==> src/rtl/hzd_pkg.sv <==
package hzd_pkg;

    typedef enum logic [1:0] {
        SRC_REGFILE = 2'b00,
        SRC_EXMEM   = 2'b01,
        SRC_MEMWB   = 2'b10
    } opnd_src_e;

    typedef struct packed {
        opnd_src_e sel_a;
        opnd_src_e sel_b;
    } fwd_state_t;

endpackage

==> src/rtl/hzd_match.sv <==
module hzd_match #(
    parameter int REG_AW = 5
) (
    input  logic [REG_AW-1:0] src,
    input  logic              src_used,
    input  logic [REG_AW-1:0] dst,
    input  logic              dst_wen,
    output logic              hit
);
    // register zero is hard-wired, so a write to it never creates a dependence
    always_comb begin
        hit = src_used && dst_wen && (dst != '0) && (src == dst);
    end
endmodule

==> src/rtl/hzd_fwd_pick.sv <==
module hzd_fwd_pick
    import hzd_pkg::*;
(
    input  logic      hit_newer,
    input  logic      hit_older,
    output opnd_src_e pick
);
    always_comb begin
        if (hit_newer)      pick = SRC_EXMEM;
        else if (hit_older) pick = SRC_MEMWB;
        else                pick = SRC_REGFILE;
    end
endmodule

==> src/rtl/hzd_branch_ctl.sv <==
module hzd_branch_ctl (
    input  logic dec_branch,
    input  logic dec_br_taken,
    input  logic br_hit_ex,
    input  logic br_hit_mem,
    input  logic mem_load,
    input  logic load_use,
    output logic stall,
    output logic flush_fetch,
    output logic br_src_fwd
);
    logic br_wait;

    always_comb begin
        // value still in the ALU, or a load not yet back from memory
        br_wait     = br_hit_ex || (br_hit_mem && mem_load);
        stall       = load_use || br_wait;
        br_src_fwd  = br_hit_mem && !mem_load && !br_hit_ex;
        flush_fetch = dec_branch && dec_br_taken && !stall;
    end
endmodule

==> src/rtl/hzd_unit.sv <==
module hzd_unit
    import hzd_pkg::*;
#(
    parameter int REG_AW = 5
) (
    input  logic              clk,
    input  logic              rst_n,
    input  logic [REG_AW-1:0] dec_src1,
    input  logic              dec_use1,
    input  logic [REG_AW-1:0] dec_src2,
    input  logic              dec_use2,
    input  logic              dec_branch,
    input  logic              dec_br_taken,
    input  logic [REG_AW-1:0] ex_dst,
    input  logic              ex_wen,
    input  logic              ex_load,
    input  logic [REG_AW-1:0] mem_dst,
    input  logic              mem_wen,
    input  logic              mem_load,
    output logic              stall,
    output logic              flush_fetch,
    output logic              br_src_fwd,
    output logic [1:0]        alu_sel_a,
    output logic [1:0]        alu_sel_b
);
    localparam int NSRC = 2;

    logic [REG_AW-1:0] src_v  [NSRC];
    logic              use_v  [NSRC];
    logic              hit_ex [NSRC];
    logic              hit_mem[NSRC];
    opnd_src_e         pick_v [NSRC];
    logic [NSRC-1:0]   lu_v;
    logic              load_use;
    logic              br_hit_ex;
    logic              br_hit_mem;

    fwd_state_t state_d;
    fwd_state_t state_q;

    always_comb begin
        src_v[0] = dec_src1;
        src_v[1] = dec_src2;
        use_v[0] = dec_use1;
        use_v[1] = dec_use2;
    end

    // one comparator pair and one priority pick per ALU source
    for (genvar i = 0; i < NSRC; i++) begin : g_src
        hzd_match #(.REG_AW(REG_AW)) u_cmp_ex (
            .src     (src_v[i]),
            .src_used(use_v[i]),
            .dst     (ex_dst),
            .dst_wen (ex_wen),
            .hit     (hit_ex[i])
        );
        hzd_match #(.REG_AW(REG_AW)) u_cmp_mem (
            .src     (src_v[i]),
            .src_used(use_v[i]),
            .dst     (mem_dst),
            .dst_wen (mem_wen),
            .hit     (hit_mem[i])
        );
        hzd_fwd_pick u_pick (
            .hit_newer(hit_ex[i]),
            .hit_older(hit_mem[i]),
            .pick     (pick_v[i])
        );
        always_comb lu_v[i] = hit_ex[i] && ex_load;
    end

    always_comb load_use = |lu_v;

    // branch zero test reads source 1 in decode
    hzd_match #(.REG_AW(REG_AW)) u_br_ex (
        .src     (dec_src1),
        .src_used(dec_branch),
        .dst     (ex_dst),
        .dst_wen (ex_wen),
        .hit     (br_hit_ex)
    );
    hzd_match #(.REG_AW(REG_AW)) u_br_mem (
        .src     (dec_src1),
        .src_used(dec_branch),
        .dst     (mem_dst),
        .dst_wen (mem_wen),
        .hit     (br_hit_mem)
    );

    hzd_branch_ctl u_br (
        .dec_branch  (dec_branch),
        .dec_br_taken(dec_br_taken),
        .br_hit_ex   (br_hit_ex),
        .br_hit_mem  (br_hit_mem),
        .mem_load    (mem_load),
        .load_use    (load_use),
        .stall       (stall),
        .flush_fetch (flush_fetch),
        .br_src_fwd  (br_src_fwd)
    );

    // selects are computed in decode and travel with the instruction into execute
    always_comb begin
        state_d = state_q;
        if (stall) begin
            state_d.sel_a = SRC_REGFILE;
            state_d.sel_b = SRC_REGFILE;
        end else begin
            state_d.sel_a = pick_v[0];
            state_d.sel_b = pick_v[1];
        end
    end

    always_ff @(posedge clk or negedge rst_n) begin
        if (!rst_n) begin
            state_q <= '{sel_a: SRC_REGFILE, sel_b: SRC_REGFILE};
        end else begin
            state_q <= state_d;
        end
    end

    always_comb begin
        alu_sel_a = state_q.sel_a;
        alu_sel_b = state_q.sel_b;
    end
endmodule

==> config.mk <==
export PLATFORM = sky130hd
export DESIGN_NAME = hzd_unit
export DESIGN_NICKNAME = d
export VERILOG_FILES = /design/src/rtl/hzd_pkg.sv /design/src/rtl/hzd_match.sv /design/src/rtl/hzd_fwd_pick.sv /design/src/rtl/hzd_branch_ctl.sv /design/src/rtl/hzd_unit.sv
export SDC_FILE = /design/constraint.sdc
export NUM_CORES = 1
export LEC_CHECK = 0
export ABC_AREA = 1
export BUFFER_PORTS_ARGS = -buffer_cell sky130_fd_sc_hd__buf_2
export CAP_MARGIN = 10
export CORE_ASPECT_RATIO = 1.2
export CORE_MARGIN = 2
export CORE_UTILIZATION = 30
export DETAILED_ROUTE_END_ITERATION = 10
export PLACE_DENSITY_LB_ADDON = 0.2
export SYNTH_ARGS = -nofsm -noshare
export SYNTH_HDL_FRONTEND = slang
export SYNTH_SLANG_ARGS = --single-unit
==> constraint.sdc <==
create_clock -name clk -period 1.65 [get_ports clk]
set_input_delay 0.4125 -clock clk [delete_from_list [all_inputs] [get_ports clk]]
set_output_delay 0.4125 -clock clk [all_outputs]
set_load 0.005 [all_outputs]
* Word-level counts from Yosys, hierarchy flattened
Cells that the tools add are included.
Storage, ports and cells: register bits 4
Cells by class: equal/unequal tests 4, multiplexer cells 5, reduce and logical (&&, ||, !) cells 33
Operators by type and width (count):
- $logic_and 1x1->1 | 25
- $eq 5x5->1 | 4
- $reduce_bool 5->1 | 2
- $mux 2 | 4
- $mux 4 | 1
- $logic_not 1->1 | 3
- $logic_or 1x1->1 | 2
- $reduce_or 2->1 | 1

* Longest topological paths before layout
Gate-level depths: netlist (run 1).
depth after elaboration 8, mapped depth 10

* Modules after synthesis
Synthesis (run 1) repeated with hierarchy kept, for this count alone.
Unflattened totals: cells, all modules 219, area, all modules 953.4 um2
Modules (own cells, without submodules):
- hzd_match | instances 6, cells an instance 32, area an instance 123.9 um2
- hzd_unit | instances 1, cells an instance 15, area an instance 141.4 um2
- hzd_fwd_pick | instances 2, cells an instance 3, area an instance 17.5 um2
- hzd_branch_ctl | instances 1, cells an instance 6, area an instance 33.8 um2

* Worst setup path before layout (run 1)
No wires, ideal clock.
kind input to output, start input ex_dst[3], end output flush_fetch, data arrival time 1.081 ns, required time 1.237 ns, setup slack 0.156 ns, cell stages on the path 10, buffers on the path 0, cell sequence inv_1 nand2_1 nand2_1 nand3_1 nor2_2 nand2_2 nand2_1 nand2_2 nand2_4 nor2_2
On the way: cells in the longest elaborated chain, start to end 8
RTL lines:
- start, declared | line hzd_unit.sv:14 | input logic [REG_AW-1:0] ex_dst,
- $reduce_bool 5->1 | line hzd_match.sv:12 | hit = src_used && dst_wen && (dst != '0) && (src == dst);
- $logic_and 1x1->1 (2 in a row) | line hzd_match.sv:12
- $logic_and 1x1->1 | line hzd_unit.sv:69 | always_comb lu_v[i] = hit_ex[i] && ex_load;
- $reduce_or 2->1 | line hzd_unit.sv:72 | always_comb load_use = |lu_v;
- $logic_or 1x1->1 (*) | line hzd_branch_ctl.sv:17 | stall = load_use || br_wait;
- via stall | line hzd_unit.sv:20 | output logic stall,
- $logic_not 1->1 (*) | line hzd_branch_ctl.sv:19 | flush_fetch = dec_branch && dec_br_taken && !stall;
- $logic_and 1x1->1 (*) | line hzd_branch_ctl.sv:19
- end, declared | line hzd_unit.sv:21 | output logic flush_fetch,
Mark *: on every way through the listed nets, which the timed path passes. The rest lies on a longest branch.

* Worst setup path in the final report (run 1)
start input ex_dst[2], end output flush_fetch
On the way: cells in the longest elaborated chain, start to end 8
RTL lines (line):
- $reduce_bool 5->1 | hzd_match.sv:12
- $logic_and 1x1->1 (2 in a row) | hzd_match.sv:12
- $logic_and 1x1->1 | hzd_unit.sv:69
- $reduce_or 2->1 | hzd_unit.sv:72
- $logic_or 1x1->1 (*) | hzd_branch_ctl.sv:17
- $logic_not 1->1 (*) | hzd_branch_ctl.sv:19
- $logic_and 1x1->1 (*) | hzd_branch_ctl.sv:19
Mark *: on every way between the ends. The rest lies on a longest branch, timed or not.

==> results of run 1 <==
==> placed cells by master (no fill, tap or decap), drive strengths merged <==
| master | count |
|---|---|
| a21oi | 1 |
| buf | 67 |
| clkbuf | 3 |
| dfrtp | 4 |
| dlygate4sd3 | 1 |
| inv | 17 |
| nand2 | 38 |
| nand3 | 9 |
| nand3b | 1 |
| nand4 | 2 |
| nor2 | 16 |
| nor3 | 2 |
| o2111ai | 1 |
| o21ai | 2 |
| o22ai | 1 |
| xnor2 | 6 |
| xor2 | 2 |
==> layer usage <==
layer	vias to the layer above	routed length, um	part of all wire
met3	6	75	0.029
li1	456	-	-
met1	445	950	0.37
met2	32	1460	0.57
met5	-	0	0
met4	0	70	0.027
==> worst max-delay path: cells and delay by family <==
family | cells | cell delay [ns]
and+or+nand+nor | 6 | 0.61
buffers and inverters | 5 | 0.42
==> cells in the mapped netlist (all sizes together) <==
| master | count | area (um2) |
|---|---|---|
| a21oi | 1 | 5.00 |
| nand3 | 9 | 55.1 |
| o21ai | 2 | 10.0 |
| o2111ai | 1 | 8.76 |
| nand3b | 1 | 7.51 |
| nand4 | 2 | 12.5 |
| xor2 | 2 | 17.5 |
| xnor2 | 6 | 52.6 |
| nor3 | 2 | 15.0 |
| nand2 | 38 | 155 |
| dfrtp | 4 | 100 |
| inv | 17 | 63.8 |
| o22ai | 1 | 6.26 |
| nor2 | 16 | 77.6 |
==> repair_timing <==
item / CTS / global route
setup buffers: 12 / 2
hold buffers: 1 / 0
endpoints found under the setup margin: 3 / 5
pin swaps: 19 / 32
resized for setup: 24 / 46
hold endpoints to repair: 4 / 0
==> through the flow <==
stage,util,hold WS (ns)
6_report,0.714,0.519
3_5_place_dp,0.500,0.218
3_3_place_gp,0.500,0.216
4_1_cts,0.614,0.506
5_1_grt,0.714,0.519
2_1_floorplan,-,0.117
==> worst min-delay path by stage <==
stage	startpoint	endpoint	slack, ns	cells after the start
floorplan	rst_n	alu_sel_a[0]$_DFF_PN0_	0.12	0
global placement	rst_n	alu_sel_b[0]$_DFF_PN0_	0.22	1
global route	rst_n	alu_sel_b[1]$_DFF_PN0_	0.52	2
CTS	rst_n	alu_sel_a[0]$_DFF_PN0_	0.51	2
detailed placement	rst_n	alu_sel_b[0]$_DFF_PN0_	0.22	1
finish	rst_n	alu_sel_b[1]$_DFF_PN0_	0.52	2
==> cell type report <==
type	count	area, um2	area share
timing repair buffer	68	556	0.420
multi-input combinational	81	543	0.411
sequential	4	100	0.0758
inverter	17	76.3	0.0578
tap	19	23.8	0.0180
clock buffer	3	22.5	0.0170
==> power by group through the flow <==
stage | Sequential [W] | Clock (W) | Combinational [W]
floorplan | 0.000101 | 0 | 0.0000740
global placement | 0.000101 | 0 | 0.000166
detailed placement | 0.000101 | 0 | 0.000168
CTS | 0.0000996 | 0.000126 | 0.000200
global route | 0.0000997 | 0.000131 | 0.000279
finish | 0.0000996 | 0.000120 | 0.000260
==> flip-flops by register name (all words and copies together), names as in the netlist <==
register / flops
alu_sel_a: 2
alu_sel_b: 2
==> kinds of logic after synthesis <==
group           count (synthesis)  share of synthesized area
xor+xnor                        8                      0.119
flops                           4                      0.171
simple gates                   68                      0.550
compound gates                  5                     0.0512
buf+inv                        17                      0.109
==> results_dict.tcl, run 1 <==
set metrics [dict create \
    grt_setup_unrepaired "true" \
    cellLeakagePower_nw 0.720 \
    cap_violations 0 \
    fillers 141 \
    die_y_um 52.5 \
    vias_per_cell 4.89 \
    overflow 0 \
    area_growth_pct 125 \
    grt_usage 0.191 \
    fin_nets 205 \
    initial_core_util 0.317 \
    clockRootBuffer "clkbuf_4" \
    required_ns 1.24 \
    p_int_w 0.000323 \
    critPathKind "input pin to output pin" \
    violations "setup timing" \
    synth_cell_types 20 \
    yosysSeqAreaShare 0.171 \
    outcome "finished, violations left" \
    htree_levels 1 \
    synth_seq_cells 4 \
    fin_crit_sh 1.12 \
    firstDrtPassIters 4 \
    cts.sinks 4 \
    power_switching_w 0.000156 \
    finalWorstSetupSlack_ns -0.202 \
    max_stage_delay_ns 0.19 \
    drtAntennaViolNets 0 \
    min_path_type "input pin to async pin" \
    ir_worst_vdd_uv 174 \
    finalSetupViolCount 4 \
    cp-startpoint "ex_dst[2]" \
    clk_path_buf_depth 2 \
    crit_chain "buf_4 -> inv_1 -> nand4_1 -> nand3_1 -> inv_2 -> nand2_2 -> nand2_2 -> inv_2 -> nand2_4 -> nor2_2 -> buf_2" \
    hold_viol 0 \
    synth_warnings 0 \
    tightest_slew_ns 0.197 \
    period_minus_slack_ns 1.85 \
    slew_viol_final 0 \
    crit_slowest_cell "nand4_1" \
    start_kind "input pin" \
    rows 17 \
    finish.instance_area_um2 1320 \
    finalPower_w 0.000479 \
    wl_um 2550 \
    power_frac_seq 0.208 \
    route.detailed.drc 0 \
    busiest_layer "met2" \
    synth_area_um2 587 \
    cts_tree "built" \
    syn_inst 102 \
    dpl.hpwl_um 1490 \
    drive_gt1_frac 0.671 \
    chipWidth_um 44.4 \
    antenna_found_initial 0 \
    wire_per_inst_um 13.3 \
    io_pins 37 \
    cts_buffers 3 \
    cp-endpoint "flush_fetch" \
    grt_max_degree 6 \
    final_cells 192 \
    syn_avg_cell_area_um2 5.75 \
    use_met1 0.173 \
    swShare 0.327 \
    endpoint_kind "output pin" \
    critical_path_arrival_ns 1.44 \
    use_met2 0.400 \
    vias 939 \
    n_antenna_cell 0 \
    dp.cells 175 \
    first_global_vias 889 \
    grt_pass1_wl_um 3280 \
    relSlewSlack 0.868 \
    place_area_um2 926 \
    fp.coreArea_um2 1850 \
    dp_slack_ns -0.162 \
    clock_power_share 0.250 \
    gp_congestion 0.831 \
    tns_ns -0.590 \
    path_max_fanout 3 \
    drt-initial-drc-count 15 \
    dieArea_um2 2330 \
    comb_power_share 0.542 \
    synth_nets 132 \
    clk_pin_slew_ns 0.04 \
    met3_usage 0.0103 \
    fmax_mhz 540 \
    p_per_area_nw_per_um2 363 \
    io_buffer_count 36 \
]
No activity file was read; power rests on OpenSTA's default activity.
==> run 2, diff against run 1 <==
--- a/config.mk
+++ b/config.mk
@@ -9,10 +9,10 @@
 export BUFFER_PORTS_ARGS = -buffer_cell sky130_fd_sc_hd__buf_2
 export CAP_MARGIN = 10
 export CORE_ASPECT_RATIO = 1.2
-export CORE_MARGIN = 2
 export CORE_UTILIZATION = 30
 export DETAILED_ROUTE_END_ITERATION = 10
 export PLACE_DENSITY_LB_ADDON = 0.2
+export RECOVER_POWER = 100
 export SYNTH_ARGS = -nofsm -noshare
 export SYNTH_HDL_FRONTEND = slang
 export SYNTH_SLANG_ARGS = --single-unit
==> constraint.sdc (replaced) <==
create_clock -name clk -period 2.4 [get_ports clk]
set_input_delay 0.6 -clock clk [delete_from_list [all_inputs] [get_ports clk]]
set_output_delay 0.6 -clock clk [all_outputs]
set_load 0.005 [all_outputs]
==> run 2 against run 1 <==
Net effect: sequential power fell by 31%; the flow now finishes without violations; sequential cell count did not move; power fell by 49%; worst hold slack got worse by 0.33 ns; clock power fell by 34%; clock-buffer cell count did not move; critical endpoint unchanged; cell count fell by 16%; final area fell by 39%; setup slack improved by 0.35 ns.
==> results_dict.tcl, run 2 (synthesized netlist as in run 1, its figures left out) <==
set metrics [dict create \
    outcome "finished clean" \
    slew_viol_final 0 \
    clk_path_buf_depth 2 \
    drive_gt1_frac 0.373 \
    final_common_cell "nand2_1" \
    vias 742 \
    cellLeakagePower_nw 0.473 \
    vias_per_cell 4.61 \
    io_buffer_count 36 \
    wl_um 1460 \
    finalCoreUtilization 0.444 \
    tns_ns 0 \
    fin_crit_sh 0.939 \
    die_y_um 50.5 \
    gp_congestion 0.891 \
    drt-initial-drc-count 5 \
    clk_pin_slew_ns 0.03 \
    ctsResizeCount 0 \
    grt_pass1_wl_um 2550 \
    grt_setup_unrepaired "false" \
    dieArea_um2 2140 \
    required_ns 1.80 \
    cts_buffers 3 \
    area_growth_pct 38.4 \
    initial_core_util 0.321 \
    route.detailed.drc 0 \
    drtAntennaViolNets 0 \
    cap_violations 0 \
    endpoint_kind "output pin" \
    start_kind "input pin" \
    tightest_slew_ns 0.229 \
    clockRootBuffer "clkbuf_4" \
    io_pins 37 \
    rows 17 \
    hold_buffers 0 \
    fin_hold_ws_ns 0.186 \
    finalSetupViolCount 0 \
    fin_nets 174 \
    antenna_found_initial 0 \
    path_max_fanout 6 \
    fmax_mhz 444 \
    dpl.hpwl_um 1320 \
    first_global_vias 686 \
    firstDrtPassIters 4 \
    hold_viol 0 \
    grt_usage 0.155 \
    postCtsSetupRepairBufs 0 \
    min_path_type "input pin to async pin" \
    fp.coreArea_um2 1830 \
    n_antenna_cell 0 \
    period_minus_slack_ns 2.25 \
    p_per_area_nw_per_um2 301 \
    chipWidth_um 42.4 \
    relSlewSlack 0.846 \
    layout_common_cells "nand2_1 (36), buf_2 (30), inv_1 (11)" \
    overflow 0 \
    critPathKind "input pin to output pin" \
    ir_worst_vdd_uv 103 \
    critical_path_arrival_ns 1.65 \
    final_cells 161 \
    htree_levels 1 \
    finalPower_w 0.000245 \
    grt_max_degree 7 \
    wire_per_inst_um 9.07 \
    cts_tree "built" \
    cts.sinks 4 \
    dp.cells 158 \
]
[run 2: final timing paths]
| path | start | end | slack [ns] | cells after the start |
|---|---|---|---|---|
| worst min-delay path | rst_n | alu_sel_a[1]$_DFF_PN0_ | 0.19 | 1 |
| max in group asynchronous | rst_n | alu_sel_b[1]$_DFF_PN0_ | 2.04 | 1 |
| worst max-delay path | ex_dst[3] | flush_fetch | 0.15 | 12 |
| min in group clk | ex_load | alu_sel_a[1]$_DFF_PN0_ | 0.69 | 4 |
[run 2: metrics by stage]
stage	setup WS, ns	area [um2]
2_1_floorplan	0.531	587
3_3_place_gp	0.162	798
3_5_place_dp	0.166	798
4_1_cts	0.165	821
5_1_grt	0.0211	812
6_report	0.147	812
[run 2: power breakdown]
| group | switching (W) | total, W | internal (W) |
|---|---|---|---|
| sequential | 0.000000105 | 0.0000685 | 0.0000684 |
| combinational | 0.0000530 | 0.0000966 | 0.0000436 |
| clock | 0.0000238 | 0.0000794 | 0.0000557 |
| total | 0.0000768 | 0.000245 | 0.000168 |
[run 2: cell type report]
type                       instances  area [um2]
tap                               19        23.8
multi-input combinational         81         420
timing repair buffer              37         181
clock buffer                       3        22.5
fill                             208        1020
inverter                          17        63.8
sequential                         4         100
[run 2: per-layer routing]
layer / vias up / global-route usage / share of wire
met4: 0 / 0.104 / 0.016
met5: - / 0 / 0
li1: 395 / - / -
met1: 320 / 0.158 / 0.42
met2: 25 / 0.287 / 0.53
met3: 2 / 0.0180 / 0.041
[run 2: critical path, cell delays in order]
cell,delay (ns)
clkbuf_2,0.10
inv_1,0.10
nand2_1,0.06
nand2_1,0.05
nand3_1,0.12
nor2_2,0.13
nand2_1,0.10
nand2_1,0.08
nand2_2,0.06
nand2_4,0.10
nor2_2,0.03
buf_2,0.11
